==> src/rtl/alu4_pkg.sv <==
package alu4_pkg;

   localparam int unsigned OPW = 4;

   typedef enum logic [OPW-1:0] {
      OP_PASS_A = 4'b0000,
      OP_NOT_A  = 4'b0001,
      OP_AND    = 4'b0010,
      OP_OR     = 4'b0011,
      OP_XOR    = 4'b0100,
      OP_ADD    = 4'b0101,
      OP_SUB    = 4'b0110,
      OP_PASS_B = 4'b0111,
      OP_LSL    = 4'b1000,
      OP_LSR    = 4'b1001,
      OP_ASL    = 4'b1010,
      OP_ASR    = 4'b1011,
      OP_CLEAR  = 4'b1100,
      OP_ADDC   = 4'b1101,
      OP_SUBB   = 4'b1110,
      OP_INCB   = 4'b1111
   } alu_op_e;

   typedef enum logic [1:0] {
      CLS_LOGIC = 2'd0,
      CLS_ARITH = 2'd1,
      CLS_SHIFT = 2'd2,
      CLS_CLEAR = 2'd3
   } alu_cls_e;

   function automatic alu_cls_e op_class(input logic [OPW-1:0] op);
      alu_cls_e c;
      case (op)
         OP_ADD, OP_SUB, OP_ADDC, OP_SUBB, OP_INCB: c = CLS_ARITH;
         OP_LSL, OP_LSR, OP_ASL, OP_ASR:            c = CLS_SHIFT;
         OP_CLEAR:                                  c = CLS_CLEAR;
         default:                                   c = CLS_LOGIC;
      endcase
      return c;
   endfunction

endpackage

==> src/rtl/alu4_logic_unit.sv <==
module alu4_logic_unit
   import alu4_pkg::*;
#(
   parameter int unsigned WIDTH = 4
) (
   input  logic [WIDTH-1:0] a,
   input  logic [WIDTH-1:0] b,
   input  logic [OPW-1:0]   op,
   output logic [WIDTH-1:0] res
);

   always_comb begin
      case (op)
         OP_PASS_A: res = a;
         OP_NOT_A:  res = ~a;
         OP_AND:    res = a & b;
         OP_OR:     res = a | b;
         OP_XOR:    res = a ^ b;
         OP_PASS_B: res = b;
         default:   res = '0;
      endcase
   end

endmodule

==> src/rtl/alu4_arith_unit.sv <==
module alu4_arith_unit
   import alu4_pkg::*;
#(
   parameter int unsigned WIDTH        = 4,
   parameter bit          RIPPLE_ADDER = 1'b1
) (
   input  logic [WIDTH-1:0] a,
   input  logic [WIDTH-1:0] b,
   input  logic [OPW-1:0]   op,
   input  logic             carry_in,
   input  logic             borrow_in,
   output logic [WIDTH-1:0] sum,
   output logic             cout,
   output logic             ovf
);

   localparam int unsigned MSB = WIDTH - 1;

   logic [WIDTH-1:0] opx, opy;
   logic             cin, is_sub, carry;

   // operand steering: subtract is a + ~b + (1 - borrow), increment is b + 0 + 1
   always_comb begin
      opx    = a;
      opy    = b;
      cin    = 1'b0;
      is_sub = 1'b0;
      case (op)
         OP_ADD:  begin opy = b;  cin = 1'b0;       end
         OP_ADDC: begin opy = b;  cin = carry_in;   end
         OP_SUB:  begin opy = ~b; cin = 1'b1;       is_sub = 1'b1; end
         OP_SUBB: begin opy = ~b; cin = ~borrow_in; is_sub = 1'b1; end
         OP_INCB: begin opx = b;  opy = '0; cin = 1'b1; end
         default: begin opx = a;  opy = b;  cin = 1'b0; end
      endcase
   end

   generate
      if (RIPPLE_ADDER) begin : g_ripple
         logic [WIDTH:0] cy;
         assign cy[0] = cin;
         for (genvar i = 0; i < WIDTH; i++) begin : g_fa
            assign sum[i]   = opx[i] ^ opy[i] ^ cy[i];
            assign cy[i+1]  = (opx[i] & opy[i]) | (cy[i] & (opx[i] ^ opy[i]));
         end
         assign carry = cy[WIDTH];
      end else begin : g_inferred
         logic [WIDTH:0] wide;
         assign wide  = {1'b0, opx} + {1'b0, opy} + {{WIDTH{1'b0}}, cin};
         assign sum   = wide[WIDTH-1:0];
         assign carry = wide[WIDTH];
      end
   endgenerate

   // borrow is the inverse of the carry of the complemented addition
   assign cout = is_sub ? ~carry : carry;
   assign ovf  = (opx[MSB] == opy[MSB]) && (sum[MSB] != opx[MSB]);

endmodule

==> src/rtl/alu4_shift_unit.sv <==
module alu4_shift_unit
   import alu4_pkg::*;
#(
   parameter int unsigned WIDTH = 4
) (
   input  logic [WIDTH-1:0] a,
   input  logic [OPW-1:0]   op,
   output logic [WIDTH-1:0] res,
   output logic             cout,
   output logic             ovf
);

   localparam int unsigned MSB = WIDTH - 1;

   logic [WIDTH-1:0] left_v, right_v;
   logic             right_fill;

   assign right_fill = (op == OP_ASR) ? a[MSB] : 1'b0;
   assign left_v     = {a[MSB-1:0], 1'b0};
   assign right_v    = {right_fill, a[MSB:1]};

   always_comb begin
      case (op)
         OP_LSL:  begin res = left_v;  cout = a[MSB]; ovf = 1'b0; end
         OP_ASL:  begin res = left_v;  cout = a[MSB]; ovf = a[MSB] ^ a[MSB-1]; end
         OP_LSR:  begin res = right_v; cout = a[0];   ovf = 1'b0; end
         OP_ASR:  begin res = right_v; cout = a[0];   ovf = 1'b0; end
         default: begin res = '0;      cout = 1'b0;   ovf = 1'b0; end
      endcase
   end

endmodule

==> src/rtl/alu4_flag_unit.sv <==
module alu4_flag_unit
   import alu4_pkg::*;
#(
   parameter int unsigned WIDTH = 4
) (
   input  logic [WIDTH-1:0] result,
   input  alu_cls_e         cls,
   input  logic             arith_cout,
   input  logic             arith_ovf,
   input  logic             shift_cout,
   input  logic             shift_ovf,
   output logic             sign,
   output logic             zero,
   output logic             cout,
   output logic             ovf
);

   always_comb begin
      sign = result[WIDTH-1];
      zero = ~|result;
      case (cls)
         CLS_ARITH: begin cout = arith_cout; ovf = arith_ovf; end
         CLS_SHIFT: begin cout = shift_cout; ovf = shift_ovf; end
         CLS_CLEAR: begin cout = 1'b0; ovf = 1'b0; sign = 1'b0; zero = 1'b1; end
         default:   begin cout = 1'b0; ovf = 1'b0; end
      endcase
   end

endmodule

==> src/rtl/alu4_core.sv <==
module alu4_core
   import alu4_pkg::*;
#(
   parameter int unsigned WIDTH        = 4,
   parameter bit          RIPPLE_ADDER = 1'b1
) (
   input  logic [WIDTH-1:0] a_in,
   input  logic [WIDTH-1:0] b_in,
   input  logic [3:0]       op_in,
   input  logic             carry_in,
   input  logic             borrow_in,
   output logic [WIDTH-1:0] result_out,
   output logic             sign_out,
   output logic             zero_out,
   output logic             cout_out,
   output logic             ovf_out
);

   generate
      if (WIDTH < 2) begin : g_bad_width
         $error("alu4_core: WIDTH must be at least 2");
      end
   endgenerate

   alu_cls_e         cls;
   logic [WIDTH-1:0] logic_res, arith_res, shift_res;
   logic             arith_cout, arith_ovf, shift_cout, shift_ovf;

   assign cls = op_class(op_in);

   alu4_logic_unit #(.WIDTH(WIDTH)) u_logic (
      .a(a_in), .b(b_in), .op(op_in), .res(logic_res)
   );

   alu4_arith_unit #(.WIDTH(WIDTH), .RIPPLE_ADDER(RIPPLE_ADDER)) u_arith (
      .a(a_in), .b(b_in), .op(op_in),
      .carry_in(carry_in), .borrow_in(borrow_in),
      .sum(arith_res), .cout(arith_cout), .ovf(arith_ovf)
   );

   alu4_shift_unit #(.WIDTH(WIDTH)) u_shift (
      .a(a_in), .op(op_in),
      .res(shift_res), .cout(shift_cout), .ovf(shift_ovf)
   );

   always_comb begin
      case (cls)
         CLS_ARITH: result_out = arith_res;
         CLS_SHIFT: result_out = shift_res;
         CLS_CLEAR: result_out = '0;
         default:   result_out = logic_res;
      endcase
   end

   alu4_flag_unit #(.WIDTH(WIDTH)) u_flags (
      .result(result_out), .cls(cls),
      .arith_cout(arith_cout), .arith_ovf(arith_ovf),
      .shift_cout(shift_cout), .shift_ovf(shift_ovf),
      .sign(sign_out), .zero(zero_out), .cout(cout_out), .ovf(ovf_out)
   );

endmodule

==> config.mk <==
export PLATFORM = sky130hd
export DESIGN_NAME = alu4_core
export DESIGN_NICKNAME = d
export VERILOG_FILES = /design/src/rtl/alu4_pkg.sv /design/src/rtl/alu4_logic_unit.sv /design/src/rtl/alu4_arith_unit.sv /design/src/rtl/alu4_shift_unit.sv /design/src/rtl/alu4_flag_unit.sv /design/src/rtl/alu4_core.sv
export SDC_FILE = /design/constraint.sdc
export NUM_CORES = 1
export LEC_CHECK = 0
export BUFFER_PORTS_ARGS = -buffer_cell sky130_fd_sc_hd__buf_2
export CAP_MARGIN = 15
export CORE_MARGIN = 8
export CORE_UTILIZATION = 41
export DETAILED_ROUTE_END_ITERATION = 16
export MAX_ROUTING_LAYER = met4
export PLACE_DENSITY = 0.67
export SLEW_MARGIN = 20
export SYNTH_ARGS = -nofsm -noshare
export SYNTH_HDL_FRONTEND = slang
export SYNTH_SLANG_ARGS = --single-unit
export TNS_END_PERCENT = 30
==> constraint.sdc <==
create_clock -name vclk -period 4.7
set_clock_uncertainty 0.1 [all_clocks]
set_input_delay 0.705 -clock vclk [all_inputs]
set_output_delay 0.705 -clock vclk [all_outputs]
set_load 0.01 [all_outputs]
After elaboration in Yosys (flattened, before gate mapping)
Memories as Yosys holds them, arrays and structs flattened.
Cells that the tools add are included.
{"block": "word_totals", "word_cells": 70, "mem_count": 1, "reg_bits": 0, "out_inout_bits": 8, "input_bits": 14, "mem_bits_ro": 32}
{"memory": "(name not given)", "depth": 16, "word_bits": 2, "read_ports": 1, "rd_clocked_by_memory_dff": 0, "write_ports": 0, "line_no": "alu4_pkg.sv:33", "source": "case (op)"}
{"block": "op_classes", "muxes": 15, "reduce_logical": 8, "bitwise": 28, "eq_ne": 18}
{"cell": "equality test 4 bit (second input constant)", "count": 7}
{"cell": "one-hot mux 4 bit (6 select lines)", "count": 1}
{"cell": "one-hot mux 4 bit (2 select lines)", "count": 2}
{"cell": "equality test 4 x 3 -> 1 bit (second input constant)", "count": 3}
{"cell": "one-hot mux 4 bit (3 select lines)", "count": 1}
{"cell": "XOR 1 bit", "count": 9}
{"cell": "bitwise AND 1 bit", "count": 8}
{"cell": "equality test 4 x 2 -> 1 bit (second input constant)", "count": 2}
{"cell": "inverter 4 bit", "count": 2}
{"cell": "OR reduction 2 bit", "count": 4}
{"cell": "2-to-1 mux 1 bit", "count": 6}
{"cell": "one-hot mux 1 bit (2 select lines)", "count": 3}
{"cell": "bitwise AND 4 bit", "count": 1}
{"cell": "equality test 2 bit (second input constant)", "count": 2}
{"cell": "equality test 4 x 1 -> 1 bit (second input constant)", "count": 1}
{"cell": "zero test 4 bit", "count": 1}
{"cell": "2-to-1 mux 4 bit", "count": 1}
{"cell": "bitwise OR 1 bit", "count": 4}
{"cell": "bitwise OR 4 bit", "count": 1}
{"cell": "OR reduction 4 bit", "count": 1}
{"cell": "XOR 4 bit", "count": 1}
{"cell": "one-hot mux 1 bit (3 select lines)", "count": 1}
{"cell": "equality test 2 x 1 -> 1 bit (second input constant)", "count": 1}
{"cell": "inverter 1 bit", "count": 2}
{"cell": "other kinds (4)", "count": 4}

Logic depth before layout (Yosys ltp)
{"block": "depth", "depth_word": 15, "ltp_mapped": 13, "mapped_depth_nobuf": 12}

Cells and area by module
Synthesis repeated with hierarchy kept, for this count alone.
{"block": "unflattened", "cells_unflattened": 150, "hier_area_um2": 1126.1}
{"module": "alu4_logic_unit", "area_each_um2": 400.4, "seq_area_each_um2": 0.0, "n_inst": 1, "cells_per_inst": 57}
{"module": "alu4_arith_unit", "area_each_um2": 314.1, "seq_area_each_um2": 0.0, "n_inst": 1, "cells_per_inst": 36}
{"module": "alu4_core", "area_each_um2": 217.7, "seq_area_each_um2": 0.0, "n_inst": 1, "cells_per_inst": 30}
{"module": "alu4_shift_unit", "area_each_um2": 100.1, "seq_area_each_um2": 0.0, "n_inst": 1, "cells_per_inst": 15}
{"module": "alu4_flag_unit", "area_each_um2": 93.8, "seq_area_each_um2": 0.0, "n_inst": 1, "cells_per_inst": 12}

Worst setup path after synthesis
No wires, ideal clock.
{"block": "synth_path", "kind": "input to output", "start": "in op_in[0]", "end": "out zero_out", "arrival_ns": 3.828, "n_path_buf": 2, "path_slack_ns": 0.067, "required_ns": 3.895, "stages": 12, "cell_sequence": "ha_1 -> buf_2 -> nand3_1 -> clkbuf_1 -> o21ai_0 -> fa_1 -> fa_1 -> fa_1 -> fa_1 -> a21oi_1 -> o21ai_1 -> nor4_2"}
{"block": "synth_between", "elab_chain_len": 15, "elab_cells_between_ends": 49, "classes_between": "16 x eq/ne; 8 x mux; 17 x bitwise; 7 x reduce/logical; 1 x memory"}
{"item": "from (decl)", "line_no": "alu4_core.sv:9", "source": "input logic [3:0] op_in,"}
{"item": "equality test 4 x 3 -> 1 bit / equality test 4 bit (equally long branches)", "line_no": "alu4_arith_unit.sv:28", "source": "case (op)"}
{"item": "OR reduction 2 bit (no source line)"}
{"item": "one-hot mux 4 bit (2 select lines)", "line_no": "alu4_arith_unit.sv:28"}
{"item": "XOR 1 bit", "line_no": "alu4_arith_unit.sv:44", "source": "assign cy[i+1] = (opx[i] & opy[i]) | (cy[i] & (opx[i] ^ opy[i]));"}
{"item": "bitwise AND 1 bit", "line_no": "alu4_arith_unit.sv:44"}
{"item": "bitwise OR 1 bit", "line_no": "alu4_arith_unit.sv:44"}
{"item": "bitwise AND 1 bit", "line_no": "alu4_arith_unit.sv:44"}
{"item": "bitwise OR 1 bit", "line_no": "alu4_arith_unit.sv:44"}
{"item": "bitwise AND 1 bit", "line_no": "alu4_arith_unit.sv:44"}
{"item": "bitwise OR 1 bit", "line_no": "alu4_arith_unit.sv:44"}
{"item": "XOR 1 bit", "line_no": "alu4_arith_unit.sv:43", "source": "assign sum[i] = opx[i] ^ opy[i] ^ cy[i];"}
{"item": "one-hot mux 4 bit (3 select lines) (*)", "line_no": "alu4_core.sv:47", "source": "case (cls)"}
{"item": "named net result_out[3]", "line_no": "alu4_core.sv:12", "source": "output logic [WIDTH-1:0] result_out,"}
{"item": "OR reduction 4 bit (*)", "line_no": "alu4_flag_unit.sv:20", "source": "zero = ~|result;"}
{"item": "zero test 1 bit (*)", "line_no": "alu4_flag_unit.sv:20"}
{"item": "2-to-1 mux 1 bit (*)", "line_no": "alu4_flag_unit.sv:21", "source": "case (cls)"}
{"item": "to (decl)", "line_no": "alu4_core.sv:14", "source": "output logic zero_out,"}
The timed path passes the listed nets; every way through them passes the cells marked *.

Worst setup path after layout
{"block": "layout_path", "start": "in op_in[1]", "end": "out zero_out"}
{"block": "layout_between", "elab_chain_len": 15, "elab_cells_between_ends": 49, "classes_between": "16 x eq/ne; 8 x mux; 17 x bitwise; 7 x reduce/logical; 1 x memory"}
{"item": "equality test 4 x 3 -> 1 bit / equality test 4 bit (equally long branches)", "line_no": "alu4_arith_unit.sv:28"}
{"item": "OR reduction 2 bit (no source line)"}
{"item": "one-hot mux 4 bit (2 select lines)", "line_no": "alu4_arith_unit.sv:28"}
{"item": "XOR 1 bit", "line_no": "alu4_arith_unit.sv:43, alu4_arith_unit.sv:44"}
{"item": "bitwise AND 1 bit", "line_no": "alu4_arith_unit.sv:44"}
{"item": "bitwise OR 1 bit", "line_no": "alu4_arith_unit.sv:44"}
{"item": "bitwise AND 1 bit", "line_no": "alu4_arith_unit.sv:44"}
{"item": "bitwise OR 1 bit", "line_no": "alu4_arith_unit.sv:44"}
{"item": "bitwise AND 1 bit", "line_no": "alu4_arith_unit.sv:44"}
{"item": "bitwise OR 1 bit", "line_no": "alu4_arith_unit.sv:44"}
{"item": "XOR 1 bit", "line_no": "alu4_arith_unit.sv:43"}
{"item": "one-hot mux 4 bit (3 select lines)", "line_no": "alu4_core.sv:47"}
{"item": "OR reduction 4 bit", "line_no": "alu4_flag_unit.sv:20"}
{"item": "zero test 1 bit", "line_no": "alu4_flag_unit.sv:20"}
{"item": "2-to-1 mux 1 bit (*)", "line_no": "alu4_flag_unit.sv:21"}
Mark *: on every way between the ends. The rest lies on a longest branch, timed or not.

==> run_results.csv <==
group,metric,value,unit
outcome,outcome,"completed",
place,pre_cts_ws,184,ps
setup_path,endpoint_kind,"output pin",
setup_path,worstSetupPathType,"primary input to output pin",
floorplanning,io_pins,22,
timing,finalSetupViolations,0,
timing,slew_headroom,0.702,
power_and_ir_drop,peakVddDrop,63.0,uV
global_routing,antenna_found_initial,0,
detailed_routing,drt_iter0_drc,40,
synthesis,synth_area,855,um^2
cells_and_area,seq_cell_count,0,
clocking,cts-resized-gates,0,
timing,worstMarginPinSlew,448,ps
place,dp_cells,159,
timing,finalCriticalPeriod,4510,ps
timing,finalMaxSlewViolations,0,
detailed_routing,firstDrtPassIters,4,
hold_path,hold_start,"a_in[0]",
floorplanning,fp.dieW,61.7,um
setup_path,critPathLaunchType,"primary input",
cells_and_area,n_clock_buffer,0,
global_routing,grt_max_degree,14,
detailed_routing,wirelength,2230,um
timing,finalHoldViolCount,0,
synthesis,ys_seq_area_frac,0,
floorplanning,coreArea,1960,um^2
hold_path,min_path_cells,4,
cells_and_area,layout_commonest_cell,"buf_2",
detailed_routing,wl_per_cell,14.0,um
power_and_ir_drop,p_sw_frac,0.549,
timing,setup_ws,193,ps
setup_path,required,3890,ps
power_and_ir_drop,seq_power_share,0,
floorplanning,die_area,3800,um^2
detailed_routing,via_count,904,
detailed_routing,route.detailed.drc,0,
power_and_ir_drop,p_switching,0.0635,mW
power_and_ir_drop,p_per_area,115,nW/um^2
place,dp_hpwl,1860,um
synthesis,ys_warn_count,0,
timing,max_freq,222,MHz
timing,tns,0,ps
cells_and_area,seqCellArea,0,um^2
global_routing,grt_pass1_wl,3820,um
cells_and_area,finalNonFillerCells,159,
hold_path,holdPathEnd,"cout_out",
timing,rsz0062_at_grt,"false",
synthesis,ys_types,35,
clocking,cts_hold_buf,0,
power_and_ir_drop,power_frac_comb,1.000,
timing,finalCritPeriodShare,0.959,
floorplanning,num_rows,16,
global_routing,grt_use_total,0.129,
cells_and_area,drive_gt1_frac,0.326,
cells_and_area,nets,165,
clocking,cts_setup_buffers,0,
cells_and_area,final_cell_mix,"buf_2 (22), inv_1 (15), ha_1 (12)",
cells_and_area,antenna_cells,0,
place,place.gp.congestion,0.937,
job,max-cap-violations,0,
global_routing,grt.overflow.total,0,
setup_path,critPathMaxFanout,3,
synthesis,syn_inst,109,
floorplanning,start_util,0.436,
synthesis,syn_avg_cell_area,7.84,um^2
cells_and_area,area_delta_synth_final,17.6,%
synthesis,synth_top_area_frac,0.190,
place,numPortBuffers,22,
setup_path,cp.arrival,3700,ps
synthesis,synth_area_leaders,"ha_1 (19%), fa_1 (9.4%), inv_1 (6.6%), o21ai_0 (5.3%), a222oi_1 (4.7%)",
detailed_routing,via_per_inst,5.69,
power_and_ir_drop,power.leakage,0.514,nW
global_routing,grt_pass1_vias,843,
synthesis,syn-num-nets,140,
detailed_routing,ant_nets,0,
floorplanning,die_y,61.7,um
power_and_ir_drop,clkPwrFrac,0,
hold_path,hold_class,"primary input to output pin",
power_and_ir_drop,intPower,0.0523,mW
synthesis,yosys.area.top_type,"ha_1",
## logic make-up (layout without fill, tap and decap cells)
| group | Yosys count | in the layout | synth area share |
|---|---|---|---|
| AOI/OAI and AO/OA | 40 | 40 | 0.369 |
| xor gates and xnor gates | 3 | 3 | 0.0308 |
| adders and majority gates | 17 | 17 | 0.284 |
| buffers and inverters | 22 | 45 | 0.132 |
| muxes | 3 | 3 | 0.0410 |
| and+or+nand+nor | 24 | 24 | 0.143 |
## per-layer routing
| metal | GRT usage | vias to the layer above | share of wire |
|---|---|---|---|
| li1 | - | 441 | - |
| met1 | 0.178 | 431 | 0.45 |
| met2 | 0.214 | 32 | 0.49 |
| met3 | 0.00209 | 0 | 0.060 |
| met4 | 0.00325 | 0 | 0 |
| met5 | - | - | 0 |
## synthesized netlist by cell type, types with 2 or more instances
cell      number
clkbuf_1       2
fa_1           4
mux2i_1        2
nand2_1        8
a21oi_1        5
a22o_2         3
nand3_1        5
a221oi_1       3
xnor2_1        2
ha_1          13
buf_6          2
a222oi_1       4
nand2b_1       2
a22oi_1        4
o21ai_0        9
o21ai_1        4
nor2_1         5
inv_1         15
## through the flow
stage | power [mW] | hold slack, ps | utilization | instance area (um^2)
after global placement | 0.114 | 1760 | 0.511 | 1000
after CTS | 0.117 | 1770 | 0.511 | 1000
after global routing | 0.130 | 1800 | 0.512 | 1000
final | 0.116 | 1770 | 0.512 | 1000
after floorplan | 0.0799 | 1460 | - | 855
after detailed placement | 0.116 | 1770 | 0.511 | 1000
## worst max path at each step
stage	startpoint	endpoint
2_1_floorplan	op_in[0]	zero_out
3_3_place_gp	op_in[0]	ovf_out
3_5_place_dp	op_in[1]	zero_out
4_1_cts	op_in[1]	zero_out
5_1_grt	op_in[1]	zero_out
6_report	op_in[1]	zero_out
## power by group through the flow
stage / sequential, mW / combinational [mW] / clock (mW)
global placement: 0 / 0.114 / 0
CTS: 0 / 0.117 / 0
global route: 0 / 0.130 / 0
finish: 0 / 0.116 / 0
floorplan: 0 / 0.0799 / 0
detailed placement: 0 / 0.116 / 0
## worst max-delay path: stages
cell	delay [ps]
buf_2	100
inv_1	60
ha_1	190
a21o_1	170
a22oi_1	170
nor2b_1	80
fa_1	380
fa_1	380
fa_1	400
fa_1	480
a21oi_1	170
o21ai_1	120
nor4_2	130
buf_2	160
## cell type report
cell class	count	area, um^2
timing repair buffer	30	170
inverter	15	56.3
multi-input combinational	87	744
tap	27	33.8
fill	215	957
Power figures use the tool's default switching activity.
